## config.mk

```make
export PLATFORM = sky130hd
export DESIGN_NAME = i2c_tgt_addr_rx
export DESIGN_NICKNAME = d
export VERILOG_FILES = /design/src/rtl/i2c_tgt_pkg.sv /design/src/rtl/i2c_tgt_sampler.sv /design/src/rtl/i2c_tgt_addr_match.sv /design/src/rtl/i2c_tgt_prog_reg.sv /design/src/rtl/i2c_tgt_addr_rx.sv
export SDC_FILE = /design/constraint.sdc
export NUM_CORES = 1
export LEC_CHECK = 0
export CORE_MARGIN = 3
export CORE_UTILIZATION = 57
export CTS_BUF_LIST = sky130_fd_sc_hd__clkbuf_2 sky130_fd_sc_hd__clkbuf_4 sky130_fd_sc_hd__clkbuf_8
export DETAILED_ROUTE_END_ITERATION = 6
export GPL_TIMING_DRIVEN = 0
export HOLD_SLACK_MARGIN = 0.1
export PLACE_DENSITY = 0.92
export SLEW_MARGIN = 20
export SYNTH_ARGS = -nofsm -noshare
export SYNTH_HDL_FRONTEND = slang
export SYNTH_SLANG_ARGS = --single-unit
```

## constraint.sdc

```tcl
create_clock -name clk -period 2.8 [get_ports clk]
set_input_delay 0.56 -clock clk [delete_from_list [all_inputs] [get_ports clk]]
set_output_delay 0.56 -clock clk [all_outputs]
set_load 0.02 [all_outputs]
```

## src/rtl/i2c_tgt_pkg.sv

```systemverilog
package i2c_tgt_pkg;

   typedef enum logic [2:0] {
      ST_IDLE  = 3'd0,
      ST_ADDR  = 3'd1,
      ST_ADDR2 = 3'd2,
      ST_GCMD  = 3'd3,
      ST_WR    = 3'd4,
      ST_RD    = 3'd5,
      ST_SKIP  = 3'd6
   } tgt_state_e;

   localparam logic [7:0] GC_ADDR_BYTE = 8'h00;
   localparam logic [7:0] GC_RESET_CMD = 8'h06;
   localparam logic [7:0] GC_PROG_CMD  = 8'h04;
   localparam logic [4:0] TEN_HDR_TAG  = 5'b11110;
   localparam int         BYTE_W       = 8;

   typedef struct packed {
      logic       ack;
      logic       deliver;
      logic       ten_set;
      logic       ten_clr;
      logic       prog_load;
      logic       core_rst;
      tgt_state_e next;
   } decode_t;

endpackage

```

## src/rtl/i2c_tgt_sampler.sv

```systemverilog
module i2c_tgt_sampler #(
   parameter int SYNC_STAGES = 2
) (
   input  logic clk,
   input  logic rst_n,
   input  logic scl_i,
   input  logic sda_i,
   output logic scl_rise,
   output logic scl_fall,
   output logic start_evt,
   output logic stop_evt,
   output logic sda_now
);

   generate
      if (SYNC_STAGES < 2) begin : g_bad_sync
         $error("SYNC_STAGES must be at least 2");
      end
   endgenerate

   logic [SYNC_STAGES-1:0] scl_sh;
   logic [SYNC_STAGES-1:0] sda_sh;
   logic                   scl_q;
   logic                   sda_q;
   logic                   scl_s;

   always_ff @(posedge clk or negedge rst_n) begin
      if (!rst_n) begin
         scl_sh <= '1;
         sda_sh <= '1;
         scl_q  <= 1'b1;
         sda_q  <= 1'b1;
      end else begin
         scl_sh <= {scl_sh[SYNC_STAGES-2:0], scl_i};
         sda_sh <= {sda_sh[SYNC_STAGES-2:0], sda_i};
         scl_q  <= scl_sh[SYNC_STAGES-1];
         sda_q  <= sda_sh[SYNC_STAGES-1];
      end
   end

   assign scl_s     = scl_sh[SYNC_STAGES-1];
   assign sda_now   = sda_sh[SYNC_STAGES-1];
   assign scl_rise  = scl_s & ~scl_q;
   assign scl_fall  = ~scl_s & scl_q;
   assign start_evt = scl_s & scl_q & sda_q & ~sda_now;
   assign stop_evt  = scl_s & scl_q & ~sda_q & sda_now;

endmodule

```

## src/rtl/i2c_tgt_addr_match.sv

```systemverilog
module i2c_tgt_addr_match
   import i2c_tgt_pkg::*;
#(
   parameter logic [6:0] ADDR7  = 7'h2A,
   parameter int         PROG_W = 2,
   parameter bit         TEN_EN = 1'b1,
   parameter logic [9:0] ADDR10 = 10'h2A5,
   parameter bit         GC_EN  = 1'b1
) (
   input  logic [7:0]        byte_i,
   input  logic [PROG_W-1:0] prog_i,
   output logic              hit7,
   output logic              hit_gc,
   output logic              hit_hdr,
   output logic              hit_lo
);

   localparam int FIX_W = 7 - PROG_W;

   logic [6:0] own7;

   generate
      if (PROG_W < 1 || PROG_W > 6) begin : g_bad_prog
         $error("PROG_W must lie between 1 and 6");
      end
      if (ADDR7[6:3] == 4'b1111 || ADDR7[6:3] == 4'b0000) begin : g_bad_addr7
         $error("ADDR7 falls in a reserved address group");
      end
   endgenerate

   assign own7 = {ADDR7[6 -: FIX_W], prog_i};
   assign hit7 = (byte_i[7:1] == own7);

   generate
      if (GC_EN) begin : g_gc
         assign hit_gc = (byte_i == GC_ADDR_BYTE);
      end else begin : g_no_gc
         assign hit_gc = 1'b0;
      end

      if (TEN_EN) begin : g_ten
         assign hit_hdr = (byte_i[7:1] == {TEN_HDR_TAG, ADDR10[9:8]});
         assign hit_lo  = (byte_i == ADDR10[7:0]);
      end else begin : g_no_ten
         assign hit_hdr = 1'b0;
         assign hit_lo  = 1'b0;
      end
   endgenerate

endmodule

```

## src/rtl/i2c_tgt_prog_reg.sv

```systemverilog
module i2c_tgt_prog_reg #(
   parameter int               PROG_W    = 2,
   parameter logic [PROG_W-1:0] PROG_INIT = '0
) (
   input  logic              clk,
   input  logic              rst_n,
   input  logic              load_i,
   input  logic [PROG_W-1:0] strap_i,
   output logic [PROG_W-1:0] prog_o
);

   always_ff @(posedge clk or negedge rst_n) begin
      if (!rst_n)      prog_o <= PROG_INIT;
      else if (load_i) prog_o <= strap_i;
   end


   prog_hold_chk: assert property (@(posedge clk) disable iff (!rst_n)
      !load_i |=> $stable(prog_o))
      else $error("programmable field changed without a load");

endmodule

```

## src/rtl/i2c_tgt_addr_rx.sv

```systemverilog
module i2c_tgt_addr_rx
   import i2c_tgt_pkg::*;
#(
   parameter int                SYNC_STAGES = 2,
   parameter logic [6:0]        ADDR7       = 7'h2A,
   parameter int                PROG_W      = 2,
   parameter logic [PROG_W-1:0] PROG_INIT   = 2'b10,
   parameter bit                TEN_EN      = 1'b1,
   parameter logic [9:0]        ADDR10      = 10'h2A5,
   parameter bit                GC_EN       = 1'b1
) (
   input  logic              clk,
   input  logic              rst_n,
   input  logic              scl_i,
   input  logic              sda_i,
   input  logic [PROG_W-1:0] strap_i,
   input  logic [7:0]        tx_data,
   output logic              sda_oe,
   output logic [7:0]        rx_data,
   output logic              rx_valid,
   output logic              tx_load,
   output logic              sw_rst
);

   localparam int         CNT_W    = 4;
   localparam logic [3:0] LAST_BIT = 4'(BYTE_W);
   localparam logic [3:0] ACK_BIT  = 4'(BYTE_W + 1);

   logic              scl_rise, scl_fall, start_evt, stop_evt, sda_now;
   logic              hit7, hit_gc, hit_hdr, hit_lo;
   logic [PROG_W-1:0] prog;
   logic              prog_ld;

   tgt_state_e        state, pend;
   logic [CNT_W-1:0]  cnt;
   logic [7:0]        shreg;
   logic [7:0]        txreg;
   logic              ten_sel;
   logic              host_ack;
   decode_t           dec;

   i2c_tgt_sampler #(.SYNC_STAGES(SYNC_STAGES)) u_smp (
      .clk       (clk),
      .rst_n     (rst_n),
      .scl_i     (scl_i),
      .sda_i     (sda_i),
      .scl_rise  (scl_rise),
      .scl_fall  (scl_fall),
      .start_evt (start_evt),
      .stop_evt  (stop_evt),
      .sda_now   (sda_now)
   );

   i2c_tgt_addr_match #(
      .ADDR7  (ADDR7),
      .PROG_W (PROG_W),
      .TEN_EN (TEN_EN),
      .ADDR10 (ADDR10),
      .GC_EN  (GC_EN)
   ) u_match (
      .byte_i  (shreg),
      .prog_i  (prog),
      .hit7    (hit7),
      .hit_gc  (hit_gc),
      .hit_hdr (hit_hdr),
      .hit_lo  (hit_lo)
   );

   i2c_tgt_prog_reg #(.PROG_W(PROG_W), .PROG_INIT(PROG_INIT)) u_prog (
      .clk     (clk),
      .rst_n   (rst_n),
      .load_i  (prog_ld),
      .strap_i (strap_i),
      .prog_o  (prog)
   );

   // Decision taken on the SCL fall that closes a received byte.
   always_comb begin
      dec = '{ack: 1'b0, deliver: 1'b0, ten_set: 1'b0, ten_clr: 1'b0,
              prog_load: 1'b0, core_rst: 1'b0, next: ST_SKIP};
      unique case (state)
         ST_ADDR: begin
            if (hit7) begin
               dec.ack     = 1'b1;
               dec.ten_clr = 1'b1;
               dec.next    = shreg[0] ? ST_RD : ST_WR;
            end else if (hit_gc) begin
               dec.ack     = 1'b1;
               dec.ten_clr = 1'b1;
               dec.next    = ST_GCMD;
            end else if (hit_hdr) begin
               if (!shreg[0]) begin
                  dec.ack  = 1'b1;
                  dec.next = ST_ADDR2;
               end else if (ten_sel) begin
                  dec.ack  = 1'b1;
                  dec.next = ST_RD;
               end
            end else begin
               dec.ten_clr = 1'b1;
            end
         end
         ST_ADDR2: begin
            if (hit_lo) begin
               dec.ack     = 1'b1;
               dec.ten_set = 1'b1;
               dec.next    = ST_WR;
            end else begin
               dec.ten_clr = 1'b1;
            end
         end
         ST_GCMD: begin
            dec.ack  = 1'b1;
            dec.next = ST_WR;
            if (shreg == GC_RESET_CMD) begin
               dec.prog_load = 1'b1;
               dec.core_rst  = 1'b1;
            end else if (shreg == GC_PROG_CMD) begin
               dec.prog_load = 1'b1;
            end else begin
               dec.deliver = 1'b1;
            end
         end
         ST_WR: begin
            dec.ack     = 1'b1;
            dec.deliver = 1'b1;
            dec.next    = ST_WR;
         end
         default: ;
      endcase
   end

   always_ff @(posedge clk or negedge rst_n) begin
      if (!rst_n) begin
         state    <= ST_IDLE;
         pend     <= ST_IDLE;
         cnt      <= '0;
         shreg    <= '0;
         txreg    <= '0;
         ten_sel  <= 1'b0;
         host_ack <= 1'b0;
         sda_oe   <= 1'b0;
         rx_data  <= '0;
         rx_valid <= 1'b0;
         tx_load  <= 1'b0;
         sw_rst   <= 1'b0;
         prog_ld  <= 1'b0;
      end else begin
         rx_valid <= 1'b0;
         tx_load  <= 1'b0;
         sw_rst   <= 1'b0;
         prog_ld  <= 1'b0;
         if (start_evt) begin
            state  <= ST_ADDR;
            cnt    <= '0;
            sda_oe <= 1'b0;
         end else if (stop_evt) begin
            state   <= ST_IDLE;
            cnt     <= '0;
            sda_oe  <= 1'b0;
            ten_sel <= 1'b0;
         end else if (state != ST_IDLE && state != ST_SKIP) begin
            if (scl_rise) begin
               if (cnt < LAST_BIT) shreg <= {shreg[6:0], sda_now};
               if (cnt == LAST_BIT && state == ST_RD) host_ack <= ~sda_now;
               if (cnt < ACK_BIT) cnt <= cnt + 1'b1;
            end else if (scl_fall) begin
               if (state == ST_RD) begin
                  if (cnt >= 4'd1 && cnt < LAST_BIT) begin
                     sda_oe <= ~txreg[6];
                     txreg  <= {txreg[6:0], 1'b0};
                  end else if (cnt == LAST_BIT) begin
                     sda_oe <= 1'b0;
                  end else if (cnt == ACK_BIT) begin
                     if (host_ack) begin
                        txreg   <= tx_data;
                        sda_oe  <= ~tx_data[7];
                        tx_load <= 1'b1;
                        cnt     <= '0;
                     end else begin
                        state  <= ST_SKIP;
                        sda_oe <= 1'b0;
                     end
                  end
               end else if (cnt == LAST_BIT) begin
                  sda_oe   <= dec.ack;
                  pend     <= dec.next;
                  rx_valid <= dec.deliver;
                  if (dec.deliver) rx_data <= shreg;
                  prog_ld  <= dec.prog_load;
                  sw_rst   <= dec.core_rst;
                  if (dec.ten_set) ten_sel <= 1'b1;
                  else if (dec.ten_clr) ten_sel <= 1'b0;
                  if (!dec.ack) state <= ST_SKIP;
               end else if (cnt == ACK_BIT) begin
                  cnt   <= '0;
                  state <= pend;
                  if (pend == ST_RD) begin
                     txreg   <= tx_data;
                     sda_oe  <= ~tx_data[7];
                     tx_load <= 1'b1;
                  end else begin
                     sda_oe <= 1'b0;
                  end
               end
            end
         end
      end
   end


   oe_edge_chk: assert property (@(posedge clk) disable iff (!rst_n)
      !(scl_fall || start_evt || stop_evt) |=> $stable(sda_oe))
      else $error("data drive changed away from an SCL fall or bus condition");


   stop_rel_chk: assert property (@(posedge clk) disable iff (!rst_n)
      stop_evt |=> (!sda_oe && state == ST_IDLE))
      else $error("STOP did not release the bus");


   rxv_pulse_chk: assert property (@(posedge clk) disable iff (!rst_n)
      rx_valid |=> !rx_valid)
      else $error("byte strobe longer than one cycle");


   swrst_pulse_chk: assert property (@(posedge clk) disable iff (!rst_n)
      sw_rst |=> !sw_rst)
      else $error("core reset pulse longer than one cycle");


   txload_fall_chk: assert property (@(posedge clk) disable iff (!rst_n)
      tx_load |-> $past(scl_fall))
      else $error("transmit byte captured away from an SCL fall");


   skip_quiet_chk: assert property (@(posedge clk) disable iff (!rst_n)
      (state == ST_SKIP && !start_evt && !stop_evt) |=> (!sda_oe && !rx_valid && !tx_load))
      else $error("unselected target touched the bus or the core");

endmodule

```

==> out/results.ini, run 1 <==
[clocking]
cts_setup_buffers = 0
clkSlewWorstSetupHoldPaths_ns = 0.09
clock_latency_ns = 0.30
htreeDepth = 2
ctsResizeCount = 0
cts_made_buffers = 5
clock_sinks = 48
clock_tree.buffer_depth = 2
cts_tree = built
ctsHoldBuffers = 0
cts-root-buf = clkbuf_8

[placed_design]
place_ws_ns = 0.118
dpl-instance-area_um2 = 2840
gp_congestion = 0.900
port_buffers = 25
hpwl_um = 3730

[setup_path]
r2r-end = rx_data[5]
required_ns = 2.99
r2r_cells = 9
critPathKind = reg2reg
startpoint_type = flop
ff2ff_setup_slack_ns = 0.10
r2r-start = u_smp.scl_q
crit_fanout = 9
cp.arrival_ns = 2.89
end_kind = flop

[die]
die_w_um = 72.4
start_util_pct = 61.0
boundaryPins = 26
fp.dieArea_um2 = 5240
core_um2 = 4120
num_rows = 23
dieHeight_um = 72.4

[yosys]
synth_seq_area_share_pct = 48.2
yosysWarnings = 0
synth.largest_area_cell = dfrtp_1
yosys.cell_types.count = 51
synth_nets = 256
synth_ff_type = dfrtp_1
ys_async_sr_fraction_pct = 100
netlist_area_um2 = 2510
synth_edf_count = 0
yosysMostFrequentCell = dfrtp_1
netlist_instances = 236
netlist_top_cells_area = dfrtp_1 41%, dfstp_2 7.3%, mux2_2 4.9%
synthTopCellsByCount = 41 x dfrtp_1, 19 x nand2_1, 17 x o21ai_0
ys_ff_latch = 48
synth_top_area_share_pct = 40.9
syn_avg_cell_area_um2 = 10.6

[timing]
relSlewSlack_pct = 53.0
setup_viol = 0
fin_ws_ns = 0.101
fmax_ghz = 0.371
slew_viol_final = 0
hold_viol_final = 0
setup_tns_ns = 0
rsz0062_at_grt = false
clock_skew_ns = 0.00617
min_period_ns = 2.70
post-route-period-util_pct = 96.4
tightest_slew_ns = 0.702

[drt]
wl_per_cell_um = 15.8
dr_total_vias = 1961
via_per_inst = 6.13
drc = 0
drt-total-wl_um = 5050
ant_nets = 0
firstDrtPassIters = 4
drt_iter0_drc = 157

[finish]
drive_gt1_share_pct = 16.7
design_area_um2 = 2940
num_antenna_cells = 0
areaGrowthSynthToFinish_pct = 17.1
layout.nets = 289

[global_route]
grt_use_total_pct = 21.7
globalRouteOverflowTotal = 0
antenna_found_initial = 0
grt_pass1_wl_um = 8970
grt_max_degree = 28
grt_pass1_vias = 1949

[pwr]
power_leakage_nw = 1.29
power.density_nw_per_um2 = 543
fin_total_pwr_mw = 1.60
peakVddDrop_v = 0.000348

[min_path]
hp-class = in2async

[run]
maxCapViolations = 0

[status]
status = finished clean

==> power by group <==
part / total [mW] / switching [mW] / internal (mW)
Combinational: 0.327 / 0.177 / 0.149
Clock: 0.430 / 0.220 / 0.210
Sequential: 0.840 / 0.0842 / 0.756
Total: 1.60 / 0.481 / 1.12
==> logic make-up after synthesis <==
group                    count (synthesis)  share of synthesized area, %
adder cells (fa/ha/maj)                  6                          2.99
flip-flops                              48                          48.2
AO/OA/AOI/OAI                           47                          12.4
multiplexers                            27                          12.9
buffers and inverters                   17                          2.89
AND/OR/NAND/NOR                         88                          19.6
XOR/XNOR                                 3                          1.05
==> cells in the final DEF (no fill, tap or decap), types with 3 or more instances in the layout <==
cell	n
nand2b_1	3
nand4b_1	4
clkbuf_1	5
ha_1	6
dfstp_2	7
mux2_4	8
nor4_1	3
nand3_1	7
a21oi_1	7
inv_1	10
o31ai_1	4
nand2_1	19
nor2_1	12
nand3b_1	3
o21ai_0	17
or3_1	4
nor3_1	7
mux2i_1	8
and2_1	4
clkbuf_8	6
nor2b_1	5
clkdlybuf4s50_1	24
dfrtp_1	41
mux2_2	11
==> how the worst max path moves through the flow <==
stage                start         end  cells after the start  slack, ns
2_1_floorplan  u_smp.scl_q  rx_data[0]                      9       0.26
3_3_place_gp         rst_n      cnt[1]                      1      -0.11
3_5_place_dp   u_smp.scl_q  rx_data[4]                      9       0.12
4_1_cts        u_smp.scl_q  rx_data[5]                      9       0.11
5_1_grt        u_smp.scl_q  rx_data[5]                      9      0.007
6_report       u_smp.scl_q  rx_data[5]                      9       0.10
==> registers in the layout, summed over array words and instances (netlist names), 2 cells and up <==
signal	count
u_smp.sda_sh	2
rx_data	8
pend	3
shreg	8
state	3
txreg	7
cnt	4
u_smp.scl_sh	2
u_prog.prog_o	2
==> critical path, stage by stage (launching register included) <==
cell and delay [ns]:
dfstp_2 0.55, inv_1 0.04, ha_1 0.18, clkbuf_1 0.20, or3_4 0.44, or3_1 0.30
buf_2 0.18, or2_1 0.24, buf_6 0.15, mux2_4 0.31
==> metal layers <==
layer  vias to the layer above  global-route usage, %  wire [um]
met5                         -                      0          0
met4                         0                   7.58         91
met3                        11                   4.99        285
met2                        71                   35.2       2430
met1                       956                   28.8       2240
li1                        923                      -          -
==> final cells by class <==
class                           count  area [um^2]
Inverter                           10         37.5
Sequential cell                    48         1210
Fill cell                         281         1170
Tap cell                           50         62.6
Buffer                              7         35.0
Timing Repair Buffer               26          265
Clock buffer                        7         90.1
Clock inverter                      1         7.51
Multi-Input combinational cell    171         1230
==> metrics by stage <==
| stage | cells | hold slack, ns | util [%] |
|---|---|---|---|
| 2_1_floorplan | 236 | 0.264 | - |
| 3_3_place_gp | 311 | 0.345 | 68.6 |
| 3_5_place_dp | 312 | 0.347 | 69.0 |
| 4_1_cts | 320 | 0.240 | 71.4 |
| 5_1_grt | 320 | 0.246 | 71.5 |
| 6_report | 320 | 0.228 | 71.5 |
Power figures use the tool's default switching activity.
==> run 2: changes to the inputs <==
--- a/config.mk
+++ b/config.mk
@@ -12,7 +12,7 @@
 export GPL_TIMING_DRIVEN = 0
 export HOLD_SLACK_MARGIN = 0.1
 export PLACE_DENSITY = 0.92
-export SLEW_MARGIN = 20
+export SLEW_MARGIN = 15
 export SYNTH_ARGS = -nofsm -noshare
 export SYNTH_HDL_FRONTEND = slang
 export SYNTH_SLANG_ARGS = --single-unit
==> out/results.ini, run 2 (same netlist as run 1, synthesis figures left out) <==
[setup_path]
required_ns = 2.99  ; about the same
cp.arrival_ns = 2.88  ; was 2.89 ns
end_kind = flop  ; unchanged
cp_cell_sequence = inv_1 -> ha_1 -> clkbuf_1 -> or3_4 -> or3_1 -> buf_2 -> or2_1 -> buf_6 -> mux2_4  ; unchanged
startpoint_type = flop  ; unchanged
critPathKind = reg2reg  ; unchanged
cp_slowest_cell = dfstp_2  ; unchanged
r2r_cells = 9  ; unchanged
slowest_delay_ns = 0.55  ; about the same
crit_fanout = 9  ; unchanged

[timing]
rsz0062_at_grt = false  ; unchanged
min_period_ns = 2.69  ; was 2.70 ns
slew_viol_final = 0  ; unchanged
relSlewSlack_pct = 24.1  ; was 53.0%
tightest_slew_ns = 1.13  ; was 0.702 ns
fmax_ghz = 0.371  ; about the same
clock_skew_ns = 0.00634  ; was 0.00617 ns
hold_slack_ns = 0.225  ; was 0.228 ns
hold_viol_final = 0  ; unchanged
setup_viol = 0  ; unchanged
post-route-period-util_pct = 96.2  ; was 96.4%

[drt]
drt_iter0_drc = 177  ; was 157
ant_nets = 0  ; unchanged
drc = 0  ; unchanged
dr_total_vias = 1960  ; was 1961
wl_per_cell_um = 15.8  ; about the same
drt-total-wl_um = 5070  ; was 5050 um
via_per_inst = 6.13  ; about the same
firstDrtPassIters = 4  ; unchanged

[finish]
final_common_cell = dfrtp_1  ; unchanged
areaGrowthSynthToFinish_pct = 16.9  ; was 17.1%
drive_gt1_share_pct = 16.3  ; was 16.7%
fin_util_pct = 71.4  ; was 71.5%
reg.largest.list = rx_data: 8 flops, shreg: 8 flops, txreg: 7 flops  ; unchanged
layout.nets = 289  ; unchanged
num_antenna_cells = 0  ; unchanged
final_cell_mix = 41 x dfrtp_1, 24 x clkdlybuf4s50_1, 19 x nand2_1  ; unchanged

[global_route]
grt_pass1_wl_um = 8970  ; unchanged
grt_use_total_pct = 21.7  ; unchanged
antenna_found_initial = 0  ; unchanged
globalRouteOverflowTotal = 0  ; unchanged
grt_max_degree = 28  ; unchanged
grt_pass1_vias = 1949  ; unchanged

[placed_design]
gp_congestion = 0.900  ; unchanged
port_buffers = 25  ; unchanged
hpwl_um = 3730  ; unchanged

[min_path]
hp-class = in2async  ; unchanged

[clocking]
htreeDepth = 2  ; unchanged
clock_tree.buffer_depth = 2  ; unchanged
ctsHoldBuffers = 0  ; unchanged
cts_tree = built  ; unchanged
cts_made_buffers = 5  ; unchanged
cts_setup_buffers = 0  ; unchanged
ctsResizeCount = 0  ; unchanged
clkSlewWorstSetupHoldPaths_ns = 0.08  ; was 0.09 ns
clock_latency_ns = 0.30  ; about the same
clock_sinks = 48  ; unchanged
cts-root-buf = clkbuf_8  ; unchanged

[status]
status = finished clean  ; unchanged

[die]
dieHeight_um = 72.4  ; unchanged
num_rows = 23  ; unchanged
boundaryPins = 26  ; unchanged
core_um2 = 4120  ; unchanged
start_util_pct = 61.0  ; unchanged
die_w_um = 72.4  ; unchanged
fp.dieArea_um2 = 5240  ; unchanged

[pwr]
fin_total_pwr_mw = 1.60  ; about the same
power_leakage_nw = 1.28  ; was 1.29 nW
peakVddDrop_v = 0.000348  ; about the same
power.density_nw_per_um2 = 544  ; was 543 nW/um^2

[run]
maxCapViolations = 0  ; unchanged

-- run 2: where the power goes --
group	switching (mW)	internal (mW)	leakage [nW]
sequential	0.0844	0.756	0.598
clock	0.221	0.210	0.0479
combinational	0.177	0.149	0.637
total	0.482	1.12	1.28
-- run 2: cell type report --
type	count	area (um^2)
Multi-Input combinational cell	171	1230
Sequential cell	48	1210
Fill cell	284	1180
Timing Repair Buffer	26	265
Clock buffer	7	90.1
Tap cell	50	62.6
Inverter	10	37.5
Buffer	7	35.0
Clock inverter	1	7.51
-- run 2: final timing paths --
kind,slack [ns],startpoint,endpoint
max in group asynchronous,1.98,rst_n,u_smp.scl_q
setup reg to reg,0.11,u_smp.scl_q,rx_data[5]
setup / recovery,0.11,u_smp.scl_q,rx_data[5]
hold / removal,0.22,rst_n,rx_data[7]
min in group clk,0.36,u_smp.sda_sh[0],u_smp.sda_sh[1]
hold reg to reg,0.36,u_smp.sda_sh[0],u_smp.sda_sh[1]
-- run 2: critical path: cells and delay by family (launching register included) --
family        cells  cell delay [ns]
flops             1             0.55
buf+inv           4             0.56
simple gates      3             0.98
mux               1             0.31
fa+ha+maj         1             0.18
-- run 2: routing by layer --
metal | part of all wire [%] | GRT usage, %
met1 | 43 | 28.8
met2 | 48 | 35.2
met3 | 7.4 | 4.99
met4 | 2.0 | 7.58
met5 | 0 | 0
-- run 2: through the flow --
step / setup slack [ns] / setup TNS, ns / cell area (um^2) / cells
4_1_cts: 0.109 / 0 / 2940 / 320
3_5_place_dp: 0.118 / 0 / 2840 / 312
2_1_floorplan: 0.258 / 0 / 2510 / 236
6_report: 0.107 / 0 / 2940 / 320
3_3_place_gp: -0.109 / -4.35 / 2820 / 311
5_1_grt: 0.00670 / 0 / 2940 / 320
